### src/rtl/cwb_pkg.sv
package cwb_pkg;
  typedef enum logic [2:0] {
    ST_IDLE,
    ST_LOOKUP,
    ST_WRITEBACK,
    ST_REFILL,
    ST_RESPOND
  } cwb_state_t;
endpackage

### src/rtl/cwb_match.sv
module cwb_match #(
  parameter int LINES  = 2,
  parameter int TAG_W  = 4,
  parameter int LIDX_W = 1
) (
  input  logic [LINES-1:0]       line_v,
  input  logic [LINES*TAG_W-1:0] line_tags,
  input  logic [TAG_W-1:0]       look_tag,
  output logic [LINES-1:0]       hit_vec,
  output logic                   any_hit,
  output logic [LIDX_W-1:0]      hit_idx
);
  for (genvar i = 0; i < LINES; i++) begin : g_cmp
    assign hit_vec[i] = line_v[i] && (line_tags[i*TAG_W +: TAG_W] == look_tag);
  end

  assign any_hit = |hit_vec;

  always_comb begin
    hit_idx = '0;
    for (int i = LINES - 1; i >= 0; i--) begin
      if (hit_vec[i]) hit_idx = LIDX_W'(i);
    end
  end
endmodule

### src/rtl/cwb_lru.sv
module cwb_lru #(
  parameter int LINES  = 2,
  parameter int LIDX_W = 1
) (
  input  logic              clk,
  input  logic              rst_n,
  input  logic [LINES-1:0]  line_v,
  input  logic              touch,
  input  logic [LIDX_W-1:0] touch_idx,
  output logic [LIDX_W-1:0] victim_idx
);
  // age 0 = most recent, LINES-1 = least recent; ages stay a permutation
  logic [LIDX_W-1:0] age [LINES];
  logic [LINES-1:0]  oldest_vec;
  logic              free_found;

  always_ff @(posedge clk) begin
    if (!rst_n) begin
      for (int i = 0; i < LINES; i++) age[i] <= LIDX_W'(i);
    end else if (touch) begin
      for (int i = 0; i < LINES; i++) begin
        if (LIDX_W'(i) == touch_idx) age[i] <= '0;
        else if (age[i] < age[touch_idx]) age[i] <= age[i] + 1'b1;
      end
    end
  end

  for (genvar i = 0; i < LINES; i++) begin : g_old
    assign oldest_vec[i] = (age[i] == LIDX_W'(LINES - 1));
  end

  always_comb begin
    victim_idx = '0;
    free_found = 1'b0;
    for (int i = 0; i < LINES; i++) begin
      if (!free_found && !line_v[i]) begin
        victim_idx = LIDX_W'(i);
        free_found = 1'b1;
      end
    end
    if (!free_found) begin
      for (int i = 0; i < LINES; i++) begin
        if (oldest_vec[i]) victim_idx = LIDX_W'(i);
      end
    end
  end

  assert_single_oldest_R6: assert property (@(posedge clk) disable iff (!rst_n)
    $countones(oldest_vec) == 1);
endmodule

### src/rtl/cwb_cache.sv
module cwb_cache
  import cwb_pkg::*;
#(
  parameter int ADDR_W    = 5,
  parameter int DATA_W    = 8,
  parameter int BLK_ITEMS = 2,
  parameter int LINES     = 2,
  parameter int CNT_W     = 16
) (
  input  logic                              clk,
  input  logic                              rst_n,
  input  logic                              cpu_req,
  input  logic                              cpu_we,
  input  logic [ADDR_W-1:0]                 cpu_addr,
  input  logic [DATA_W-1:0]                 cpu_wdata,
  output logic                              cpu_done,
  output logic [DATA_W-1:0]                 cpu_rdata,
  output logic                              mem_rd_req,
  output logic [ADDR_W-$clog2(BLK_ITEMS)-1:0] mem_rd_blk,
  input  logic                              mem_rd_ack,
  input  logic [DATA_W*BLK_ITEMS-1:0]       mem_rd_data,
  output logic                              mem_wr_req,
  output logic [ADDR_W-$clog2(BLK_ITEMS)-1:0] mem_wr_blk,
  output logic [DATA_W*BLK_ITEMS-1:0]       mem_wr_data,
  input  logic                              mem_wr_ack,
  output logic [CNT_W-1:0]                  hit_cnt,
  output logic [CNT_W-1:0]                  miss_cnt
);
  localparam int OFF_W  = $clog2(BLK_ITEMS);
  localparam int TAG_W  = ADDR_W - OFF_W;
  localparam int BLK_W  = DATA_W * BLK_ITEMS;
  localparam int LIDX_W = (LINES > 1) ? $clog2(LINES) : 1;

  function automatic logic [TAG_W-1:0] addr_tag(input logic [ADDR_W-1:0] a);
    return a[ADDR_W-1:OFF_W];
  endfunction

  function automatic logic [OFF_W-1:0] addr_off(input logic [ADDR_W-1:0] a);
    return a[OFF_W-1:0];
  endfunction

  function automatic logic [DATA_W-1:0] item_get(input logic [BLK_W-1:0] blk,
                                                 input logic [OFF_W-1:0] off);
    return blk[off*DATA_W +: DATA_W];
  endfunction

  function automatic logic [BLK_W-1:0] item_put(input logic [BLK_W-1:0] blk,
                                                input logic [OFF_W-1:0] off,
                                                input logic [DATA_W-1:0] val);
    logic [BLK_W-1:0] r;
    r = blk;
    r[off*DATA_W +: DATA_W] = val;
    return r;
  endfunction

  cwb_state_t            state;
  logic [LINES-1:0]      v_q, d_q;
  logic [TAG_W-1:0]      tag_q  [LINES];
  logic [BLK_W-1:0]      data_q [LINES];
  logic [LINES*TAG_W-1:0] tags_flat;
  logic                  rq_we;
  logic [ADDR_W-1:0]     rq_addr;
  logic [DATA_W-1:0]     rq_wdata;
  logic [LIDX_W-1:0]     vic_q;

  logic [LINES-1:0]      hit_vec;
  logic                  any_hit;
  logic [LIDX_W-1:0]     hit_idx;
  logic [LIDX_W-1:0]     victim_idx;

  // named internal events
  logic lookup_hit, lookup_miss, wb_done, fill_done, lru_touch;
  logic [LIDX_W-1:0] lru_idx;

  for (genvar i = 0; i < LINES; i++) begin : g_flat
    assign tags_flat[i*TAG_W +: TAG_W] = tag_q[i];
  end

  cwb_match #(.LINES(LINES), .TAG_W(TAG_W), .LIDX_W(LIDX_W)) u_match (
    .line_v(v_q), .line_tags(tags_flat), .look_tag(addr_tag(rq_addr)),
    .hit_vec(hit_vec), .any_hit(any_hit), .hit_idx(hit_idx)
  );

  assign lookup_hit  = (state == ST_LOOKUP) && any_hit;
  assign lookup_miss = (state == ST_LOOKUP) && !any_hit;
  assign wb_done     = (state == ST_WRITEBACK) && mem_wr_ack;
  assign fill_done   = (state == ST_REFILL) && mem_rd_ack;
  assign lru_touch   = lookup_hit || fill_done;
  assign lru_idx     = lookup_hit ? hit_idx : vic_q;

  cwb_lru #(.LINES(LINES), .LIDX_W(LIDX_W)) u_lru (
    .clk(clk), .rst_n(rst_n), .line_v(v_q),
    .touch(lru_touch), .touch_idx(lru_idx), .victim_idx(victim_idx)
  );

  assign cpu_done    = (state == ST_RESPOND);
  assign mem_wr_req  = (state == ST_WRITEBACK);
  assign mem_wr_blk  = tag_q[vic_q];
  assign mem_wr_data = data_q[vic_q];
  assign mem_rd_req  = (state == ST_REFILL);
  assign mem_rd_blk  = addr_tag(rq_addr);

  always_ff @(posedge clk) begin
    if (!rst_n) begin
      state     <= ST_IDLE;
      v_q       <= '0;
      d_q       <= '0;
      hit_cnt   <= '0;
      miss_cnt  <= '0;
      cpu_rdata <= '0;
      vic_q     <= '0;
      rq_we     <= 1'b0;
      rq_addr   <= '0;
      rq_wdata  <= '0;
      for (int i = 0; i < LINES; i++) begin
        tag_q[i]  <= '0;
        data_q[i] <= '0;
      end
    end else begin
      unique case (state)
        ST_IDLE: if (cpu_req) begin
          rq_we    <= cpu_we;
          rq_addr  <= cpu_addr;
          rq_wdata <= cpu_wdata;
          state    <= ST_LOOKUP;
        end
        ST_LOOKUP: if (any_hit) begin
          hit_cnt   <= hit_cnt + 1'b1;
          cpu_rdata <= item_get(data_q[hit_idx], addr_off(rq_addr));
          if (rq_we) begin
            data_q[hit_idx] <= item_put(data_q[hit_idx], addr_off(rq_addr), rq_wdata);
            d_q[hit_idx]    <= 1'b1;
          end
          state <= ST_RESPOND;
        end else begin
          miss_cnt <= miss_cnt + 1'b1;
          vic_q    <= victim_idx;
          if (v_q[victim_idx] && d_q[victim_idx]) begin
            state <= ST_WRITEBACK;
          end else begin
            v_q[victim_idx] <= 1'b0;
            state           <= ST_REFILL;
          end
        end
        ST_WRITEBACK: if (mem_wr_ack) begin
          v_q[vic_q] <= 1'b0;
          d_q[vic_q] <= 1'b0;
          state      <= ST_REFILL;
        end
        ST_REFILL: if (mem_rd_ack) begin
          tag_q[vic_q]  <= addr_tag(rq_addr);
          v_q[vic_q]    <= 1'b1;
          d_q[vic_q]    <= rq_we;
          data_q[vic_q] <= rq_we ? item_put(mem_rd_data, addr_off(rq_addr), rq_wdata)
                                 : mem_rd_data;
          cpu_rdata     <= item_get(mem_rd_data, addr_off(rq_addr));
          state         <= ST_RESPOND;
        end
        ST_RESPOND: state <= ST_IDLE;
        default:    state <= ST_IDLE;
      endcase
    end
  end

  assert_hit_no_mem_R2: assert property (@(posedge clk) disable iff (!rst_n)
    lookup_hit |=> !mem_rd_req && !mem_wr_req && cpu_done);

  assert_store_hit_dirty_R3: assert property (@(posedge clk) disable iff (!rst_n)
    (lookup_hit && rq_we) |=> |(d_q & $past(hit_vec)));

  assert_load_fill_clean_R4: assert property (@(posedge clk) disable iff (!rst_n)
    (fill_done && !rq_we) |=> v_q[vic_q] && !d_q[vic_q] && cpu_done);

  assert_store_fill_dirty_R5: assert property (@(posedge clk) disable iff (!rst_n)
    (fill_done && rq_we) |=> v_q[vic_q] && d_q[vic_q]);

  assert_clean_skip_wb_R7: assert property (@(posedge clk) disable iff (!rst_n)
    (lookup_miss && !(v_q[victim_idx] && d_q[victim_idx])) |=> mem_rd_req && !mem_wr_req);

  assert_wb_only_dirty_R8: assert property (@(posedge clk) disable iff (!rst_n)
    mem_wr_req |-> v_q[vic_q] && d_q[vic_q]);

  assert_wb_then_read_R8: assert property (@(posedge clk) disable iff (!rst_n)
    wb_done |=> mem_rd_req && !v_q[vic_q]);

  assert_done_pulse_R10: assert property (@(posedge clk) disable iff (!rst_n)
    cpu_done |=> !cpu_done);

  assert_rd_hold_R10: assert property (@(posedge clk) disable iff (!rst_n)
    (mem_rd_req && !mem_rd_ack) |=> mem_rd_req && $stable(mem_rd_blk));

  assert_wr_hold_R10: assert property (@(posedge clk) disable iff (!rst_n)
    (mem_wr_req && !mem_wr_ack) |=> mem_wr_req && $stable(mem_wr_blk) && $stable(mem_wr_data));

  assert_unique_tags_R11: assert property (@(posedge clk) disable iff (!rst_n)
    $onehot0(hit_vec));
endmodule

### config.mk
export PLATFORM = sky130hd
export DESIGN_NAME = cwb_cache
export DESIGN_NICKNAME = d
export VERILOG_FILES = /design/src/rtl/cwb_pkg.sv /design/src/rtl/cwb_match.sv /design/src/rtl/cwb_lru.sv /design/src/rtl/cwb_cache.sv
export SDC_FILE = /design/constraint.sdc
export NUM_CORES = 1
export LEC_CHECK = 0
export BUFFER_PORTS_ARGS = -buffer_cell sky130_fd_sc_hd__buf_2
export CORE_MARGIN = 10
export CORE_UTILIZATION = 51
export CTS_BUF_LIST = sky130_fd_sc_hd__clkbuf_4 sky130_fd_sc_hd__clkbuf_8
export DETAILED_ROUTE_END_ITERATION = 6
export PLACE_DENSITY = 0.85
export SLEW_MARGIN = 25
export SYNTH_ARGS = -nofsm -noshare
export SYNTH_HDL_FRONTEND = slang
export SYNTH_HIERARCHICAL = 1
export SYNTH_SLANG_ARGS = --single-unit
### constraint.sdc
create_clock -name clk -period 8.5 [get_ports clk]
set_input_delay 0.85 -clock clk [delete_from_list [all_inputs] [get_ports clk]]
set_output_delay 0.85 -clock clk [all_outputs]
set_load 0.01 [all_outputs]
==> results.md, run 1 <==
* Cells after DPL at 831
* Hold Path Stages at 2
* Status: finished clean
* # rows at 38
* Die width at 125 um
* DR pass1 iterations at 5
* Synthesized cell area at 5670 um2
* Clock Skews at 0.00850 ns
* Fin crit period at 3.48 ns
* GRT overflow at 0
* Initial core utilization at 52.3%
* HPWL after detailed placement at 11500 um
* Max-cap viol count at 0
* Via density at 6.11
* Hold EP: hit_cnt[1]$_SDFFE_PN0P_
* Max stage delay on crit path at 0.60 ns
* Critical path endpoint category: register
* Synthesized net count at 666
* Buf/Inv on CP at 1
* Layout Cells excl Fill at 847
* Final cycle utilization of the critical path at 41.0%
* Vias in the first global route at 5058
* Worst hold start: hit_cnt[1]$_SDFFE_PN0P_
* Reg clk slew, reported paths at 0.10 ns
* Final count of hold timing violations at 0
* Vias at 5173
* Worst EP required at 8.51 ns
* Area delta synth->final at 12.8%
* Antenna cells at 0
* Antenna violations before repair at 1
* Hold Crit Class: reg -> reg
* RSZ-0062 raised after global routing: no
* Critical Path Start Type: register
* Share of cells above drive strength 1 at 22.3%
* Die Height at 125 um
* Pleak at 0.00244 uW
* Largest net degree at the start of global routing at 67
* Filler cell count at 939
* Register area at 2520 um2
* Final ANT Viol Nets at 0
* R2R Setup Slk at 5.02 ns
* Detailed-route wire length at 15900 um
* Root Buffer: clkbuf_8
* Maximum VDD drop at 0.0000784 V
* CTS sink count at 105
* Total track usage at 19.2%
* F_max at 287 MHz
* CTS Buf Count at 9
* Drt drc at 0
* Mean Syn Cell Area at 9.01 um2
* Relative slew slack at 29.1%
* H-tree depth at 3
* CP cell instances: nor2b_4 > a2111o_1 > or3_4 > nand2b_1 > and4bb_2 > and3_1 > a21oi_1 > buf_4 > nand2_1
* Max-slew violation count at 0
* Area of the multi-input gates at 2900 um2
* Critical path type: reg -> reg
* Avg WL per Cell at 18.8 um
* Port Buffers at 101
* Slowest cell on crit path: nand2_1
* DR iter-0 viols at 488
* Cell count after synthesis at 629
* Crit-path leading delay family: simple AND/OR/NAND/NOR gates
* Post_cts resized at 0
* Critical path origin: rq_addr[4]$_SDFFE_PN0P_
* Worst Reg-to-Reg Cells at 9
* Crit Path Max Fanout at 17
* NumNets Final at 739
* RR Startpoint: rq_addr[4]$_SDFFE_PN0P_
* Placer congestion estimate at 0.940
* Io pins at 102
* Hold-fix buffers at CTS at 0
* Clock Latency Late Sink at 0.38 ns
* Setup TNS at 0 ns
* First-pass GRT wire length at 25400 um
* Pwr Density at 157 nW/um2
* Clock Path Buffers at 2
* CP arrival at 3.49 ns
* Crit Reg-Reg Endpoint: data_q[0][14]$_SDFFCE_PN0P_
* YS warnings at 6
* CTS tree: done
* DIE AREA at 15700 um2
* Tightest Pin Transition at 1.05 ns
* Setup Fix Bufs, Post-CTS at 0
* Area of the core at 10800 um2
* Final Setup Violations at 0
==> layout by cell type (no fill, tap or decap), types with 3 or more instances in the layout <==
master      n
buf_2     101
nand2_1    64
dfxtp_1    63
nor2_1     56
edfxtp_1   42
a21oi_1    39
o21ai_0    36
nor4_1     32
or3_1      25
mux2_2     24
nor3_1     17
mux2i_1    17
inv_1      14
nand3_1    13
clkbuf_8   11
and3_1     10
xnor2_1    10
a31oi_1    10
o211ai_1    9
a21boi_0    8
xor2_1      8
nand2b_1    7
nand4_1     7
a211o_1     7
buf_4       7
o31ai_1     6
or4_1       6
and2_1      5
nand3b_1    3
nor2b_1     3
==> worst register-to-register path, cell delays in order, from the launching register on <==
cell and delay [ns]:
dfxtp_1 0.52, nor2b_4 0.07, a2111o_1 0.40, or3_4 0.34, nand2b_1 0.28, and4bb_2 0.39, and3_1 0.22, a21oi_1 0.08
buf_4 0.22, nand2_1 0.60
==> report_power, final <==
part           total, uW  internal, uW  switching, uW
combinational        140          52.8           87.0
sequential           564           541           23.1
clock                301           126            175
total               1010           720            285
==> worst max-delay path by stage <==
stage | end | slack, ns | cells past startpoint
after floorplan | data_q[1][0]$_SDFFCE_PN0P_ | 5.47 | 9
after global placement | data_q[0][0]$_SDFFCE_PN0P_ | 5.05 | 6
after detailed placement | data_q[0][4]$_SDFFCE_PN0P_ | 4.89 | 6
after CTS | data_q[0][14]$_SDFFCE_PN0P_ | 5.05 | 9
after global routing | data_q[0][0]$_SDFFCE_PN0P_ | 4.84 | 9
final | data_q[0][14]$_SDFFCE_PN0P_ | 5.02 | 9
==> area by class of cell <==
class                      instances  area share [%]
clock buffer                      12            2.48
clock inverter                     4           0.430
inverter                          15           0.880
multi-input combinational        463            45.3
sequential                       105            39.4
tap                              140            2.74
timing repair buffer             108            8.72
==> flip-flops by register name, indices dropped and copies added, names as in the netlist, named ones only <==
signal     flops
cpu_rdata      8
d_q            2
data_q        32
hit_cnt       16
miss_cnt      16
rq_addr        5
rq_wdata       8
rq_we          1
state          3
tag_q          8
u_lru/age      2
v_q            2
vic_q          1
==> per-layer routing <==
metal  track usage (%)  vias up  wire length, um  part of all wire [%]
li1                  -     2461                -                     -
met1              24.2     2457             6530                    41
met2              31.1      231             7670                    48
met3              4.22       24             1390                   8.8
met4              8.13        0              304                   1.9
met5                 0        -                0                     0
==> stage by stage <==
step / power (uW) / instance area (um2) / hold slack [ns] / worst slack, ns / utilization, %
floorplan: 666 / 5670 / 0.450 / 5.47 / -
global placement: 706 / 6200 / 0.463 / 5.05 / 57.2
detailed placement: 712 / 6200 / 0.483 / 4.89 / 57.2
CTS: 1000 / 6390 / 0.497 / 5.05 / 59.0
global route: 1040 / 6400 / 0.532 / 4.84 / 59.0
finish: 1010 / 6400 / 0.495 / 5.02 / 59.0
Note: power is estimated with default switching activity, not from simulation.
==> inputs of run 2 (changes only) <==
==> constraint.sdc (replaced) <==
create_clock -name clk -period 3.4 [get_ports clk]
set_input_delay 0.34 -clock clk [delete_from_list [all_inputs] [get_ports clk]]
set_output_delay 0.34 -clock clk [all_outputs]
set_load 0.01 [all_outputs]
==> results.md, run 2 (synthesized netlist as in run 1, its figures left out) <==
* Drt drc at 0 (unchanged)
* Max-slew violation count at 0 (unchanged)
* Largest net degree at the start of global routing at 63 (-6.0%)
* Hold Path Stages at 3 (+1)
* Design Area, Final at 6490 um2 (+1.4%)
* Worst EP required at 3.58 ns (-4.93 ns)
* Status: finished clean
* Slowest cell on crit path: edfxtp_1
* H-tree depth at 3 (unchanged)
* Critical Path Start Type: register
* CTS tree: done
* NumNets Final at 748 (+1.2%)
* Antenna cells at 0 (unchanged)
* Avg WL per Cell at 19.0 um (+1.2%)
* Max-cap viol count at 0 (unchanged)
* Via density at 6.17 (+1.1%)
* GRT overflow at 0 (unchanged)
* CP cell instances: nor2b_4 > a2111o_1 > or3_4 > nand2b_1 > and4bb_2 > and3_1 > a22oi_1 > buf_4 > nor4_1
* CTS sink count at 105 (unchanged)
* Clock Skews at 0.0107 ns (+0.00217 ns)
* Filler cell count at 952 (+1.4%)
* P_sw at 760 uW (+170%)
* Regs by FF count: data_q x32, hit_cnt x16, miss_cnt x16
* # rows at 38 (unchanged)
* Max stage delay on crit path at 0.44 ns (-0.16 ns)
* Maximum VDD drop at 0.000204 V (+160%)
* Critical path endpoint category: register
* DR iter-0 viols at 525 (+7.6%)
* Commonest non-fill, non-tap cell in the layout: buf_2
* Max reg flops at 32 (unchanged)
* DIE AREA at 15700 um2 (unchanged)
* Relative slew slack at 35.3% (+6.2 points)
* Total track usage at 19.5% (+0.24 points)
* Initial core utilization at 52.3% (unchanged)
* F_max at 315 MHz (+9.7%)
* Clock Path Buffers at 2 (unchanged)
* Area of the core at 10800 um2 (unchanged)
* Int Power at 1850 uW (+160%)
* Vias in the first global route at 5186 (+2.5%)
* CTS Buf Count at 9 (unchanged)
* Hold Crit Class: in -> reg
* HPWL after detailed placement at 11900 um (+3.4%)
* Worst Reg-to-Reg Cells at 9 (unchanged)
* Final ANT Viol Nets at 0 (unchanged)
* Switching part of the total power at 29.1% (+0.75 points)
* Final count of hold timing violations at 0 (unchanged)
* Clock share of power at 32.0% (+2.0 points)
* Hold-fix buffers at CTS at 0 (unchanged)
* Final cycle utilization of the critical path at 93.4% (+52 points)
* First-pass GRT wire length at 25900 um (+1.8%)
* Fin crit period at 3.18 ns (-0.307 ns)
* Area delta synth->final at 14.4%
* Tightest Pin Transition at 0.957 ns (-0.0968 ns)
* Comb pwr share at 14.2% (+0.3 points)
* Root Buffer: clkbuf_8
* Reg clk slew, reported paths at 0.11 ns (about the same)
* Share of cells above drive strength 1 at 23.3% (+0.98 points)
* DP Area at 6270 um2 (+1.1%)
* Detailed-route wire length at 16300 um (+2.3%)
* Reg with most FFs: data_q
* Crit Path Max Fanout at 10 (-7)
* Setup TNS at 0 ns (unchanged)
* Critical path type: reg -> reg
* Pleak at 0.00249 uW (+2.1%)
* Die Height at 125 um (unchanged)
* CP arrival at 3.36 ns (-0.13 ns)
* Die width at 125 um (unchanged)
* Final Setup Violations at 0 (unchanged)
* Leading cell types in the layout, fill and taps excluded: buf_2 (101), nand2_1 (64), dfxtp_1 (62)
* Antenna violations before repair at 0 (-1)
* Pwr Density at 402 nW/um2 (+160%)
* Placer congestion estimate at 0.888 (-5.5%)
* Clock Latency Late Sink at 0.38 ns (about the same)
* Port Buffers at 101 (unchanged)
* Sequential Power Share at 53.9% (-2.2 points)
* Vias at 5285 (+2.2%)
* DR pass1 iterations at 5 (unchanged)
* RSZ-0062 raised after global routing: no
* Io pins at 102 (unchanged)
run 2: changes by cell type in the layout (fill, tap and decap cells not counted), sizes merged:
cell / before / now
bufinv: 0 / 1
clkinv: 5 / 3
inv: 14 / 18
buf: 108 / 117
clkbuf: 12 / 9
run 2: per-stage QoR:
step	utilization (%)	setup WS [ns]	total power (uW)	cells	hold slack, ns
floorplan	-	0.369	1660	629	0.450
global placement	57.9	0.448	1780	840	0.458
detailed placement	57.9	0.313	1790	840	0.491
CTS	59.8	0.249	2610	856	0.167
global route	59.8	0.0232	2700	856	0.193
finish	59.8	0.224	2610	856	0.184
run 2: layout make-up:
class | instances | area (um2) | share of cell area, %
clock buffers | 9 | 124 | 1.91
clock inverters | 7 | 87.6 | 1.35
inverters | 15 | 56.3 | 0.868
multi-input cells | 463 | 2890 | 44.6
flip-flops and latches | 105 | 2520 | 38.9
well taps | 140 | 175 | 2.70
repair buffers | 117 | 626 | 9.65
run 2: power by group through the flow:
stage	clock network, uW	logic [uW]	registers (uW)
after floorplan	0	255	1410
after global placement	0	349	1430
after global routing	885	404	1410
final	834	369	1410
after detailed placement	0	362	1430
after CTS	845	364	1400
run 2: final timing paths:
check                                  from                         end  slack, ns
setup / recovery  tag_q[1][3]$_SDFFCE_PN0P_  data_q[1][4]$_SDFFCE_PN0P_       0.22
hold / removal                       cpu_we          rq_we$_SDFFE_PN0P_       0.18
hold reg to reg    miss_cnt[9]$_SDFFE_PN0P_    miss_cnt[9]$_SDFFE_PN0P_       0.51
setup reg to reg  tag_q[1][3]$_SDFFCE_PN0P_  data_q[1][4]$_SDFFCE_PN0P_       0.22
run 2: worst max-delay path: cells and delay by family (launching register included):
kind                   cells  cell delay [ns]
AO/OA/AOI/OAI              2             0.61
AND/OR/NAND/NOR            6             1.65
buffers and inverters      1             0.28
flip-flops                 1             0.44
run 2: timing repair:
action	CTS	global route
buffers inserted	0	0
endpoints found under the setup margin	0	1
resized for setup	0	1
run 2: metal layers:
layer / track usage (%) / up-vias / routed length (um)
li1: - / 2485 / -
met1: 23.9 / 2488 / 6890
met2: 32.0 / 274 / 7660
met3: 3.63 / 38 / 1280
met4: 9.55 / 0 / 431
met5: 0 / - / 0
